<file path="config.mk">
export PLATFORM = sky130hd
export DESIGN_NAME = trace_cache_fetch
export DESIGN_NICKNAME = d
export VERILOG_FILES = /design/src/rtl/tc_pkg.sv /design/src/rtl/tc_fill_buffer.sv /design/src/rtl/tc_array.sv /design/src/rtl/tc_hit_select.sv /design/src/rtl/trace_cache_fetch.sv
export SDC_FILE = /design/constraint.sdc
export NUM_CORES = 2
export LEC_CHECK = 0
export BUFFER_PORTS_ARGS = -buffer_cell sky130_fd_sc_hd__buf_4
export CAP_MARGIN = 20
export CORE_ASPECT_RATIO = 0.9
export CORE_MARGIN = 2
export CORE_UTILIZATION = 56
export DETAILED_ROUTE_END_ITERATION = 6
export PLACE_DENSITY = 0.75
export SLEW_MARGIN = 20
export SYNTH_ARGS = -nofsm -noshare
export SYNTH_HDL_FRONTEND = slang
export SYNTH_SLANG_ARGS = --single-unit
</file>
<file path="constraint.sdc">
create_clock -name clk -period 1.05 [get_ports clk]
set_clock_uncertainty 0.05 [all_clocks]
set_input_delay 0.0525 -clock clk [delete_from_list [all_inputs] [get_ports clk]]
set_output_delay 0.0525 -clock clk [all_outputs]
set_load 0.01 [all_outputs]
</file>
<file path="src/rtl/tc_pkg.sv">
package tc_pkg;
  typedef enum logic {
    SRC_ICACHE = 1'b0,
    SRC_TRACE  = 1'b1
  } tc_src_e;
endpackage

</file>
<file path="src/rtl/tc_fill_buffer.sv">
module tc_fill_buffer #(
  parameter int ADDR_W = 16,
  parameter int INSN_W = 16,
  parameter int N_INSN = 8,
  parameter int M_BLK  = 3,
  parameter int IDX_W  = 3,
  localparam int TAG_W = ADDR_W - IDX_W,
  localparam int CNT_W = $clog2(N_INSN + 1),
  localparam int BLK_W = $clog2(M_BLK + 1)
) (
  input  logic                     clk,
  input  logic                     rst_n,
  input  logic                     fl_valid,
  input  logic [ADDR_W-1:0]        fl_pc,
  input  logic [INSN_W-1:0]        fl_insn,
  input  logic                     fl_is_br,
  input  logic                     fl_taken,
  input  logic [ADDR_W-1:0]        fl_target,
  output logic                     wr_en,
  output logic [IDX_W-1:0]         wr_idx,
  output logic [TAG_W-1:0]         wr_tag,
  output logic [M_BLK-1:0]         wr_flags,
  output logic [M_BLK-1:0]         wr_mask,
  output logic [ADDR_W-1:0]        wr_ft,
  output logic [ADDR_W-1:0]        wr_tgt,
  output logic [CNT_W-1:0]         wr_cnt,
  output logic [N_INSN*INSN_W-1:0] wr_insns
);

  logic [CNT_W-1:0]         cnt_q, cnt_d, cnt_inc;
  logic [BLK_W-1:0]         blk_q, blk_d, blk_inc;
  logic [M_BLK-1:0]         flags_q, flags_d, flags_new;
  logic [ADDR_W-1:0]        start_q, start_d, head_pc;
  logic [N_INSN*INSN_W-1:0] insns_q, insns_d, insns_new;
  logic                     done;

  always_comb begin
    cnt_inc = cnt_q + 1'b1;
    blk_inc = blk_q + BLK_W'(fl_is_br);
    head_pc = (cnt_q == '0) ? fl_pc : start_q;
    flags_new = flags_q;
    for (int i = 0; i < M_BLK; i++) begin
      if (fl_is_br && (blk_q == BLK_W'(i))) flags_new[i] = fl_taken;
    end
    insns_new = insns_q;
    for (int i = 0; i < N_INSN; i++) begin
      if (cnt_q == CNT_W'(i)) insns_new[i*INSN_W +: INSN_W] = fl_insn;
    end
    done = fl_valid && ((cnt_inc == CNT_W'(N_INSN)) ||
                        (fl_is_br && (blk_inc == BLK_W'(M_BLK))));

    cnt_d   = cnt_q;
    blk_d   = blk_q;
    flags_d = flags_q;
    start_d = start_q;
    insns_d = insns_q;
    if (fl_valid) begin
      if (done) begin
        cnt_d   = '0;
        blk_d   = '0;
        flags_d = '0;
      end else begin
        cnt_d   = cnt_inc;
        blk_d   = blk_inc;
        flags_d = flags_new;
        start_d = head_pc;
        insns_d = insns_new;
      end
    end

    wr_en    = done;
    wr_idx   = head_pc[IDX_W-1:0];
    wr_tag   = head_pc[ADDR_W-1:IDX_W];
    wr_flags = flags_new;
    for (int i = 0; i < M_BLK; i++) wr_mask[i] = (BLK_W'(i) < blk_inc);
    wr_ft    = fl_pc + 1'b1;
    wr_tgt   = fl_is_br ? fl_target : (fl_pc + 1'b1);
    wr_cnt   = cnt_inc;
    wr_insns = insns_new;
  end

  always_ff @(posedge clk or negedge rst_n) begin
    if (!rst_n) begin
      cnt_q   <= '0;
      blk_q   <= '0;
      flags_q <= '0;
    end else begin
      cnt_q   <= cnt_d;
      blk_q   <= blk_d;
      flags_q <= flags_d;
    end
  end

  always_ff @(posedge clk) begin
    if (fl_valid) begin
      start_q <= start_d;
      insns_q <= insns_d;
    end
  end

endmodule

</file>
<file path="src/rtl/tc_array.sv">
module tc_array #(
  parameter int ADDR_W = 16,
  parameter int INSN_W = 16,
  parameter int N_INSN = 8,
  parameter int M_BLK  = 3,
  parameter int IDX_W  = 3,
  localparam int SETS  = 1 << IDX_W,
  localparam int TAG_W = ADDR_W - IDX_W,
  localparam int CNT_W = $clog2(N_INSN + 1)
) (
  input  logic                     clk,
  input  logic                     rst_n,
  input  logic                     wr_en,
  input  logic [IDX_W-1:0]         wr_idx,
  input  logic [TAG_W-1:0]         wr_tag,
  input  logic [M_BLK-1:0]         wr_flags,
  input  logic [M_BLK-1:0]         wr_mask,
  input  logic [ADDR_W-1:0]        wr_ft,
  input  logic [ADDR_W-1:0]        wr_tgt,
  input  logic [CNT_W-1:0]         wr_cnt,
  input  logic [N_INSN*INSN_W-1:0] wr_insns,
  input  logic [IDX_W-1:0]         rd_idx,
  output logic                     rd_valid,
  output logic [TAG_W-1:0]         rd_tag,
  output logic [M_BLK-1:0]         rd_flags,
  output logic [M_BLK-1:0]         rd_mask,
  output logic [ADDR_W-1:0]        rd_ft,
  output logic [ADDR_W-1:0]        rd_tgt,
  output logic [CNT_W-1:0]         rd_cnt,
  output logic [N_INSN*INSN_W-1:0] rd_insns
);

  logic [SETS-1:0]          valid_q;
  logic [TAG_W-1:0]         tag_q   [SETS];
  logic [M_BLK-1:0]         flags_q [SETS];
  logic [M_BLK-1:0]         mask_q  [SETS];
  logic [ADDR_W-1:0]        ft_q    [SETS];
  logic [ADDR_W-1:0]        tgt_q   [SETS];
  logic [CNT_W-1:0]         cnt_q   [SETS];
  logic [N_INSN*INSN_W-1:0] insns_q [SETS];

  for (genvar s = 0; s < SETS; s++) begin : g_set
    logic set_we;
    assign set_we = wr_en && (wr_idx == IDX_W'(s));

    always_ff @(posedge clk or negedge rst_n) begin
      if (!rst_n)      valid_q[s] <= 1'b0;
      else if (set_we) valid_q[s] <= 1'b1;
    end

    always_ff @(posedge clk) begin
      if (set_we) begin
        tag_q[s]   <= wr_tag;
        flags_q[s] <= wr_flags;
        mask_q[s]  <= wr_mask;
        ft_q[s]    <= wr_ft;
        tgt_q[s]   <= wr_tgt;
        cnt_q[s]   <= wr_cnt;
        insns_q[s] <= wr_insns;
      end
    end
  end

  always_comb begin
    rd_valid = valid_q[rd_idx];
    rd_tag   = tag_q[rd_idx];
    rd_flags = flags_q[rd_idx];
    rd_mask  = mask_q[rd_idx];
    rd_ft    = ft_q[rd_idx];
    rd_tgt   = tgt_q[rd_idx];
    rd_cnt   = cnt_q[rd_idx];
    rd_insns = insns_q[rd_idx];
  end

endmodule

</file>
<file path="src/rtl/tc_hit_select.sv">
module tc_hit_select
  import tc_pkg::*;
#(
  parameter int ADDR_W = 16,
  parameter int INSN_W = 16,
  parameter int N_INSN = 8,
  parameter int M_BLK  = 3,
  parameter int IDX_W  = 3,
  localparam int TAG_W = ADDR_W - IDX_W,
  localparam int CNT_W = $clog2(N_INSN + 1)
) (
  input  logic [ADDR_W-1:0]        lk_addr,
  input  logic [M_BLK-1:0]         lk_pred,
  input  logic [INSN_W-1:0]        ic_insn,
  input  logic                     rd_valid,
  input  logic [TAG_W-1:0]         rd_tag,
  input  logic [M_BLK-1:0]         rd_flags,
  input  logic [M_BLK-1:0]         rd_mask,
  input  logic [ADDR_W-1:0]        rd_ft,
  input  logic [ADDR_W-1:0]        rd_tgt,
  input  logic [CNT_W-1:0]         rd_cnt,
  input  logic [N_INSN*INSN_W-1:0] rd_insns,
  output logic                     hit,
  output logic [CNT_W-1:0]         sel_cnt,
  output logic [N_INSN*INSN_W-1:0] sel_insns,
  output logic [ADDR_W-1:0]        sel_next
);

  tc_src_e                  src;
  logic                     last_taken;
  logic [N_INSN*INSN_W-1:0] trace_insns;

  always_comb begin
    hit = rd_valid && (rd_tag == lk_addr[ADDR_W-1:IDX_W]) &&
          (((lk_pred ^ rd_flags) & rd_mask) == '0);
    src = hit ? SRC_TRACE : SRC_ICACHE;

    last_taken = 1'b0;
    for (int i = 0; i < M_BLK; i++) begin
      if (rd_mask[i]) last_taken = lk_pred[i];
    end

    for (int i = 0; i < N_INSN; i++) begin
      trace_insns[i*INSN_W +: INSN_W] =
        (CNT_W'(i) < rd_cnt) ? rd_insns[i*INSN_W +: INSN_W] : '0;
    end

    case (src)
      SRC_TRACE: begin
        sel_cnt   = rd_cnt;
        sel_insns = trace_insns;
        sel_next  = last_taken ? rd_tgt : rd_ft;
      end
      default: begin
        sel_cnt   = CNT_W'(1);
        sel_insns = '0;
        sel_insns[INSN_W-1:0] = ic_insn;
        sel_next  = lk_addr + 1'b1;
      end
    endcase
  end

endmodule

</file>
<file path="src/rtl/trace_cache_fetch.sv">
module trace_cache_fetch #(
  parameter int ADDR_W = 16,
  parameter int INSN_W = 16,
  parameter int N_INSN = 8,
  parameter int M_BLK  = 3,
  parameter int IDX_W  = 3,
  localparam int TAG_W = ADDR_W - IDX_W,
  localparam int CNT_W = $clog2(N_INSN + 1)
) (
  input  logic                     clk,
  input  logic                     rst_n,
  input  logic                     lk_valid,
  input  logic [ADDR_W-1:0]        lk_addr,
  input  logic [M_BLK-1:0]         lk_pred,
  input  logic [INSN_W-1:0]        ic_insn,
  input  logic                     fl_valid,
  input  logic [ADDR_W-1:0]        fl_pc,
  input  logic [INSN_W-1:0]        fl_insn,
  input  logic                     fl_is_br,
  input  logic                     fl_taken,
  input  logic [ADDR_W-1:0]        fl_target,
  output logic                     out_valid,
  output logic                     out_hit,
  output logic [CNT_W-1:0]         out_count,
  output logic [N_INSN*INSN_W-1:0] out_insns,
  output logic [ADDR_W-1:0]        out_next
);

  logic [1:0] rst_pipe_q;
  logic       rst_sync_n;

  always_ff @(posedge clk or negedge rst_n) begin
    if (!rst_n) rst_pipe_q <= 2'b00;
    else        rst_pipe_q <= {rst_pipe_q[0], 1'b1};
  end
  assign rst_sync_n = rst_pipe_q[1];

  logic                     wr_en;
  logic [IDX_W-1:0]         wr_idx;
  logic [TAG_W-1:0]         wr_tag;
  logic [M_BLK-1:0]         wr_flags, wr_mask;
  logic [ADDR_W-1:0]        wr_ft, wr_tgt;
  logic [CNT_W-1:0]         wr_cnt;
  logic [N_INSN*INSN_W-1:0] wr_insns;

  logic                     rd_valid;
  logic [TAG_W-1:0]         rd_tag;
  logic [M_BLK-1:0]         rd_flags, rd_mask;
  logic [ADDR_W-1:0]        rd_ft, rd_tgt;
  logic [CNT_W-1:0]         rd_cnt;
  logic [N_INSN*INSN_W-1:0] rd_insns;

  logic                     hit_d;
  logic [CNT_W-1:0]         cnt_d;
  logic [N_INSN*INSN_W-1:0] insns_d;
  logic [ADDR_W-1:0]        next_d;

  tc_fill_buffer #(
    .ADDR_W(ADDR_W), .INSN_W(INSN_W), .N_INSN(N_INSN), .M_BLK(M_BLK), .IDX_W(IDX_W)
  ) u_fill (
    .clk(clk), .rst_n(rst_sync_n),
    .fl_valid(fl_valid), .fl_pc(fl_pc), .fl_insn(fl_insn),
    .fl_is_br(fl_is_br), .fl_taken(fl_taken), .fl_target(fl_target),
    .wr_en(wr_en), .wr_idx(wr_idx), .wr_tag(wr_tag), .wr_flags(wr_flags),
    .wr_mask(wr_mask), .wr_ft(wr_ft), .wr_tgt(wr_tgt), .wr_cnt(wr_cnt),
    .wr_insns(wr_insns)
  );

  tc_array #(
    .ADDR_W(ADDR_W), .INSN_W(INSN_W), .N_INSN(N_INSN), .M_BLK(M_BLK), .IDX_W(IDX_W)
  ) u_array (
    .clk(clk), .rst_n(rst_sync_n),
    .wr_en(wr_en), .wr_idx(wr_idx), .wr_tag(wr_tag), .wr_flags(wr_flags),
    .wr_mask(wr_mask), .wr_ft(wr_ft), .wr_tgt(wr_tgt), .wr_cnt(wr_cnt),
    .wr_insns(wr_insns),
    .rd_idx(lk_addr[IDX_W-1:0]),
    .rd_valid(rd_valid), .rd_tag(rd_tag), .rd_flags(rd_flags), .rd_mask(rd_mask),
    .rd_ft(rd_ft), .rd_tgt(rd_tgt), .rd_cnt(rd_cnt), .rd_insns(rd_insns)
  );

  tc_hit_select #(
    .ADDR_W(ADDR_W), .INSN_W(INSN_W), .N_INSN(N_INSN), .M_BLK(M_BLK), .IDX_W(IDX_W)
  ) u_sel (
    .lk_addr(lk_addr), .lk_pred(lk_pred), .ic_insn(ic_insn),
    .rd_valid(rd_valid), .rd_tag(rd_tag), .rd_flags(rd_flags), .rd_mask(rd_mask),
    .rd_ft(rd_ft), .rd_tgt(rd_tgt), .rd_cnt(rd_cnt), .rd_insns(rd_insns),
    .hit(hit_d), .sel_cnt(cnt_d), .sel_insns(insns_d), .sel_next(next_d)
  );

  always_ff @(posedge clk or negedge rst_sync_n) begin
    if (!rst_sync_n) begin
      out_valid <= 1'b0;
      out_hit   <= 1'b0;
    end else begin
      out_valid <= lk_valid;
      if (lk_valid) out_hit <= hit_d;
    end
  end

  always_ff @(posedge clk) begin
    if (lk_valid) begin
      out_count <= cnt_d;
      out_insns <= insns_d;
      out_next  <= next_d;
    end
  end

endmodule

</file>
# Word-level counts from Yosys, hierarchy flattened
# Memories as Yosys holds them, arrays and structs flattened.
# Index checks and enable logic that the tools add are counted.
# Widths: inputs -> output; s select.
[totals]
n_memories = 7
ramBits = 1464
elab_cells = 337
regBits = 313
rom_bits = 0
input_bits = 89
latchBits = 0
[mem_list]
columns = ["name", "depth", "width", "read_ports", "rd_clocked_by_memory_dff", "wr", "line", "source"]
rows = [
  ["u_array.insns_q", 8, 128, 1, 0, 1, "tc_array.sv:40", "logic [N_INSN*INSN_W-1:0] insns_q [SETS];"],
  ["u_array.ft_q", 8, 16, 1, 0, 1, "tc_array.sv:37", "logic [ADDR_W-1:0] ft_q [SETS];"],
  ["u_array.tgt_q", 8, 16, 1, 0, 1, "tc_array.sv:38", "logic [ADDR_W-1:0] tgt_q [SETS];"],
  ["u_array.tag_q", 8, 13, 1, 0, 1, "tc_array.sv:34", "logic [TAG_W-1:0] tag_q [SETS];"],
  ["u_array.cnt_q", 8, 4, 1, 0, 1, "tc_array.sv:39", "logic [CNT_W-1:0] cnt_q [SETS];"],
  ["u_array.flags_q", 8, 3, 1, 0, 1, "tc_array.sv:35", "logic [M_BLK-1:0] flags_q [SETS];"],
  ["1 more memories", "-", "-", "-", "-", "-", "-", ""],
]
[classes]
n_lt_le_gt_ge = 12
mux = 189
n_reduce_logical = 77
n_shift = 0
div = 0
bitwise_logic = 3
n_eq_ne = 19
multipliers = 0
add_sub_neg = 4
[op_table]
columns = ["cell", "n"]
rows = [
  ["$mux 128", 7],
  ["$reduce_or 128->1", 7],
  ["$mux 16", 28],
  ["$reduce_or 16->1", 14],
  ["$mux 3", 64],
  ["$mux 13", 7],
  ["$reduce_or 13->1", 7],
  ["$mux 1", 73],
  ["$reduce_or 3->1", 14],
  ["$add 16x1->16 const B", 2],
  ["$mux 4", 8],
  ["$reduce_or 4->1", 7],
  ["$eq 4x3->1 const B", 4],
  ["$lt 3x4->1 const A", 4],
  ["$reduce_and 2->1", 8],
  ["$logic_and 1x1->1", 15],
  ["$eq 13x13->1", 1],
  ["$eq 3x3->1 const B", 4],
  ["$eq 4x2->1 const B", 2],
  ["$lt 1x4->1 const A", 2],
  ["$lt 2x4->1 const A", 2],
  ["$eq 3x2->1 const B", 2],
  ["$logic_not 3->1", 2],
  ["$add 4x1->4 const B", 1],
  ["other kinds (17)", 19],
]

# Longest topological paths before layout
[depth]
ltp_word = 16
depth_mapped = 13
mapped_depth_nobuf = 8

# Modules after synthesis
# A second synthesis with hierarchy kept.
[unflattened]
cells_unflattened = 3035
hier_area_um2 = 69211.4
[modules_own_cells]
columns = ["module", "n_inst", "area_each_um2", "cells_each"]
rows = [
  ["tc_array", 1, 55339.3, 2150],
  ["tc_fill_buffer", 1, 7194.4, 425],
  ["trace_cache_fetch", 1, 4563.1, 154],
  ["tc_hit_select", 1, 2114.5, 306],
]

# Least setup slack after synthesis
# No wires, ideal clock.
[synth_timing]
path_kind = "register to register"
startpoint = "reg u_fill.blk_q[0]"
endpoint = "reg u_array.valid_q[3]"
stages_incl_launch_ff = 8
required_ns = 0.855
synth_period_minus_slack_ns = 15.279
arrival_time_ns = 15.085
path_buffers = 0
slack_ns = -14.229
cell_sequence = "dfrtp_1 -> ha_1 -> xor2_1 -> and2_1 -> a32o_1 -> nand3_1 -> nor3_1 -> or2_2"
[synth_between]
elab_chain_cells = 6
[synth_rtl]
columns = ["element", "line", "source"]
rows = [
  ["start: declaration", "tc_fill_buffer.sv:31", "logic [BLK_W-1:0] blk_q, blk_d, blk_inc;"],
  ["start signal: assignment", "tc_fill_buffer.sv:89", "blk_q <= blk_d;"],
  ["$add 2x1->2", "tc_fill_buffer.sv:39", "blk_inc = blk_q + BLK_W'(fl_is_br);"],
  ["$eq 2x2->1", "tc_fill_buffer.sv:50", "(fl_is_br && (blk_inc == BLK_W'(M_BLK))));"],
  ["$logic_and 1x1->1", "tc_fill_buffer.sv:50", ""],
  ["$logic_or 1x1->1", "tc_fill_buffer.sv:49", "done = fl_valid && ((cnt_inc == CNT_W'(N_INSN)) ||"],
  ["$logic_and 1x1->1", "tc_fill_buffer.sv:49", ""],
  ["$logic_and 1x1->1", "tc_array.sv:44", "assign set_we = wr_en && (wr_idx == IDX_W'(s));"],
  ["via u_array.g_set[3].set_we", "tc_array.sv:43", "logic set_we;"],
  ["end signal: indexed assignment", "tc_array.sv:47", "if (!rst_n) valid_q[s] <= 1'b0;"],
  ["end signal: indexed assignment", "tc_array.sv:48", "else if (set_we) valid_q[s] <= 1'b1;"],
  ["end: declaration", "tc_array.sv:33", "logic [SETS-1:0] valid_q;"],
]
# The timed path passes the listed nets, and every way through them passes these cells.
# A chain may end at the register's enable or synchronous reset.

# Final worst setup path
[layout_timing]
startpoint = "mem u_array.flags_q[7][2]"
endpoint = "reg out_insns[75] (data pin)"
[layout_between]
elab_chain_cells = 7
[layout_rtl]
columns = ["element", "line", "source"]
rows = [
  ["start: declaration", "tc_array.sv:35", ""],
  ["$mem_v2 8x3", "-", ""],
  ["$xor 3x3->3", "tc_hit_select.sv:35", "(((lk_pred ^ rd_flags) & rd_mask) == '0);"],
  ["$and 3x3->3", "tc_hit_select.sv:35", ""],
  ["$logic_not 3->1", "tc_hit_select.sv:35", ""],
  ["$logic_and 1x1->1", "tc_hit_select.sv:34", "hit = rd_valid && (rd_tag == lk_addr[ADDR_W-1:IDX_W]) &&"],
  ["$mux 1", "tc_hit_select.sv:36", "src = hit ? SRC_TRACE : SRC_ICACHE;"],
  ["$reduce_and 2->1 (no source line)", "-", ""],
  ["end signal: assignment", "trace_cache_fetch.sv:103", "out_insns <= insns_d;"],
  ["end: declaration", "trace_cache_fetch.sv:25", "output logic [N_INSN*INSN_W-1:0] out_insns,"],
]
# No other way between the ends.

==> flow_summary.json <==
{
  "outcome": "finished with violations",
  "violations": "negative hold slack, negative setup slack",
  "cts-hold-fix-buffers": 81,
  "dp_slack_ns": -2.22,
  "synth_xor_area_share_pct": 0.566,
  "synth-seq-area-share_pct": 78.2,
  "cp.required_ns": 1.63,
  "cap_violations": 0,
  "tightest_slew_ns": 1.12,
  "hold_path_class": "primary input to flip-flop",
  "reg2reg_from": "u_array.flags_q[7][2]",
  "synthSimpleGateAreaFrac_pct": 1.97,
  "cts-htree-levels": 4,
  "finalHoldViolations": 59,
  "synth_edf_count": 1756,
  "setup_slack_ns": -1.97,
  "finalCriticalPeriod_ns": 3.02,
  "startpoint": "u_array.flags_q[7][2]",
  "io_buffers": 238,
  "dieArea_um2": 124000,
  "antenna_found_initial": 13,
  "synth_top_family_by_area": "multiplexers",
  "clockBufferDepth": 3,
  "clkTransAtPathRegs_ns": 0.07,
  "grt_first_pass_wirelength_um": 250000,
  "vias": 36700,
  "synth-warning-count": 0,
  "nets": 4036,
  "cp.arrival_ns": 3.61,
  "muxShareOfSynthArea_pct": 17.5,
  "synth_cells": 3083,
  "clk_latency_ns": 0.81,
  "grt_max_degree": 120,
  "cts_root_buf": "clkbuf_16",
  "dp.cells": 5163,
  "drt_first_iter_violations": 5695,
  "cts_tree": "done",
  "synth-seq-cells": 1777,
  "rsz0062_at_grt": "yes",
  "setup_viol": 3484,
  "min_from": "fl_is_br",
  "grt.met3_usage_pct": 6.03,
  "area_delta_synth_final_pct": 26.3,
  "p_per_area_nw_per_um2": 2080,
  "syn_nets": 3180,
  "coreArea_um2": 121000,
  "overflow": 0,
  "gp_congestion": 0.841,
  "cts_inserted_buffers": 171,
  "grt_pass1_vias": 36200,
  "max_freq_mhz": 331,
  "utilization_pct": 71.2,
  "wl_per_cell_um": 33.2,
  "die_x_um": 372,
  "met2_usage_pct": 45.4,
  "synth.cell_area_um2": 68100,
  "initial_utilization_pct": 56.4,
  "crit_path_end_kind": "flip-flop",
  "dr.pass1.iters": 6,
  "cp-start-kind": "flip-flop",
  "fin_crit_sh_pct": 288,
  "drive_gt1_share_pct": 41.6,
  "ant_nets": 0,
  "met1_usage_pct": 39.3,
  "synth_compound_area_share_pct": 0.689,
  "final_max_slew_viol_count": 0,
  "final_cells": 5677,
  "whs_ns": -0.209,
  "row_count": 121,
  "synth_ff_type": "edfxtp_1",
  "ir_drop_mv": 1.80,
  "synth.distinct_cells": 43,
  "crit_type": "flip-flop to flip-flop",
  "place.detailed.hpwl_um": 99200,
  "die_height_um": 335,
  "synth.avg_cell_area_um2": 22.1,
  "routed_wirelength_um": 188000,
  "clock-sinks": 1777,
  "drc": 0,
  "busiest_layer": "met2",
  "async_flop_share_pct": 1.18,
  "power_leakage_nw": 29.4,
  "track_usage_pct": 28.2,
  "cp_max_fo": 6,
  "viasPerCell": 6.46,
  "io_pins": 239,
  "slew_headroom_pct": 24.7,
  "synthAdderAreaFrac_pct": 0.147
}
-- report_power, final --
| part | total (mW) | internal (mW) | switching (mW) |
|---|---|---|---|
| clock network | 61.9 | 34.9 | 27.0 |
| logic | 26.1 | 10.1 | 16.0 |
| registers | 91.2 | 89.7 | 1.48 |
| total | 179 | 135 | 44.5 |
-- Yosys cell counts, types with 9 or more instances --
library cell	number	share of area (%)
edfxtp_1	1756	77
buf_1	28	0.15
dfrtp_1	21	0.77
clkbuf_1	84	0.46
nand3_1	18	0.13
and2_1	9	0.083
xor2_1	20	0.26
inv_1	18	0.099
mux2_2	175	2.9
nand2_1	74	0.41
buf_2	32	0.24
xnor2_1	24	0.31
nor2_1	115	0.63
a32o_1	16	0.24
a21oi_1	19	0.14
a22oi_1	10	0.11
mux2i_1	188	2.8
nand4_1	12	0.11
or2_2	11	0.10
mux4_2	356	12
nor3_1	36	0.26
o21ai_0	17	0.12
-- cells in the final DEF, fill, tap and decap left out, types with 44 or more instances in the layout --
| cell type | instances |
|---|---|
| edfxtp_1 | 1756 |
| buf_4 | 492 |
| mux4_2 | 356 |
| clkbuf_16 | 201 |
| mux2i_1 | 181 |
| mux2_2 | 175 |
| buf_12 | 139 |
| nor2_4 | 84 |
| dlygate4sd3_1 | 81 |
| nand2_1 | 71 |
| buf_16 | 44 |
-- cell families after synthesis --
logic type / Yosys count
buf+inv: 166
xor+xnor: 44
compound gates: 69
simple gates: 297
other cells: 1
fa+ha+maj: 8
flops: 1777
mux: 721
-- worst paths after layout --
| kind | end | slack (ns) | depth (start not counted) |
|---|---|---|---|
| worst max-delay path | out_insns[75] | -1.97 | 12 |
| worst min-delay path | u_fill.blk_q[0] | -0.21 | 5 |
| worst max register to register | out_insns[75] | -1.97 | 12 |
| worst min register to register | out_valid | 0.17 | 1 |
| max in group asynchronous | out_hit | 0.61 | 1 |
| min in group asynchronous | rst_pipe_q[1] | 0.07 | 3 |
-- metrics by stage --
step	hold WS [ns]	power [mW]	setup TNS [ns]	area, um^2
detailed placement	-0.213	115	-3838.26	76100
global placement	-0.215	113	-3706.99	76100
global route	-0.203	184	-4287.16	86000
floorplan	-0.293	103	-8285.77	68300
CTS	-0.360	177	-3752.12	84500
finish	-0.209	179	-4127.43	86100
-- cell type report --
type	count	area (um^2)
clock inverter	106	1110
sequential	1777	53300
tap	1599	2000
clock buffer	202	4460
inverter	18	72.6
multi-input combinational	1140	15300
fill	6578	34800
timing repair buffer	831	9850
antenna	4	10.0
-- critical path, stage by stage (launching register included) --
cell       delay, ns
edfxtp_1        0.39
mux4_2          0.50
mux2i_2         0.21
xor2_1          0.30
o2bb2ai_2       0.12
nor4_4          0.24
buf_4           0.23
buf_6           0.11
nand4_1         0.15
buf_6           0.19
buf_12          0.15
buf_8           0.14
nor2_4          0.06
-- routing by layer --
metal	wire, um	vias to the layer above
met3	21200	449
met5	24	-
li1	-	14500
met2	92300	2695
met4	7240	4
met1	67600	19000
-- registers in the layout, indices dropped and copies added (netlist names), 24 cells and up --
register,cells
u_array.insns_q,1024
u_array.tag_q,104
out_insns,128
u_array.flags_q,24
u_array.ft_q,128
u_fill.insns_q,128
u_array.tgt_q,128
u_array.cnt_q,32
u_array.mask_q,24
-- timing repair --
| item | CTS | global route |
|---|---|---|
| cloned | 27 | 35 |
| pin swaps | 73 | 41 |
| gates resized for setup | 214 | 133 |
| endpoints found under the setup margin | 3324 | 3472 |
| buffers inserted | 33 | 37 |
| endpoints found under the hold margin | 1814 | 73 |
(Power assumes the default switching activity.)
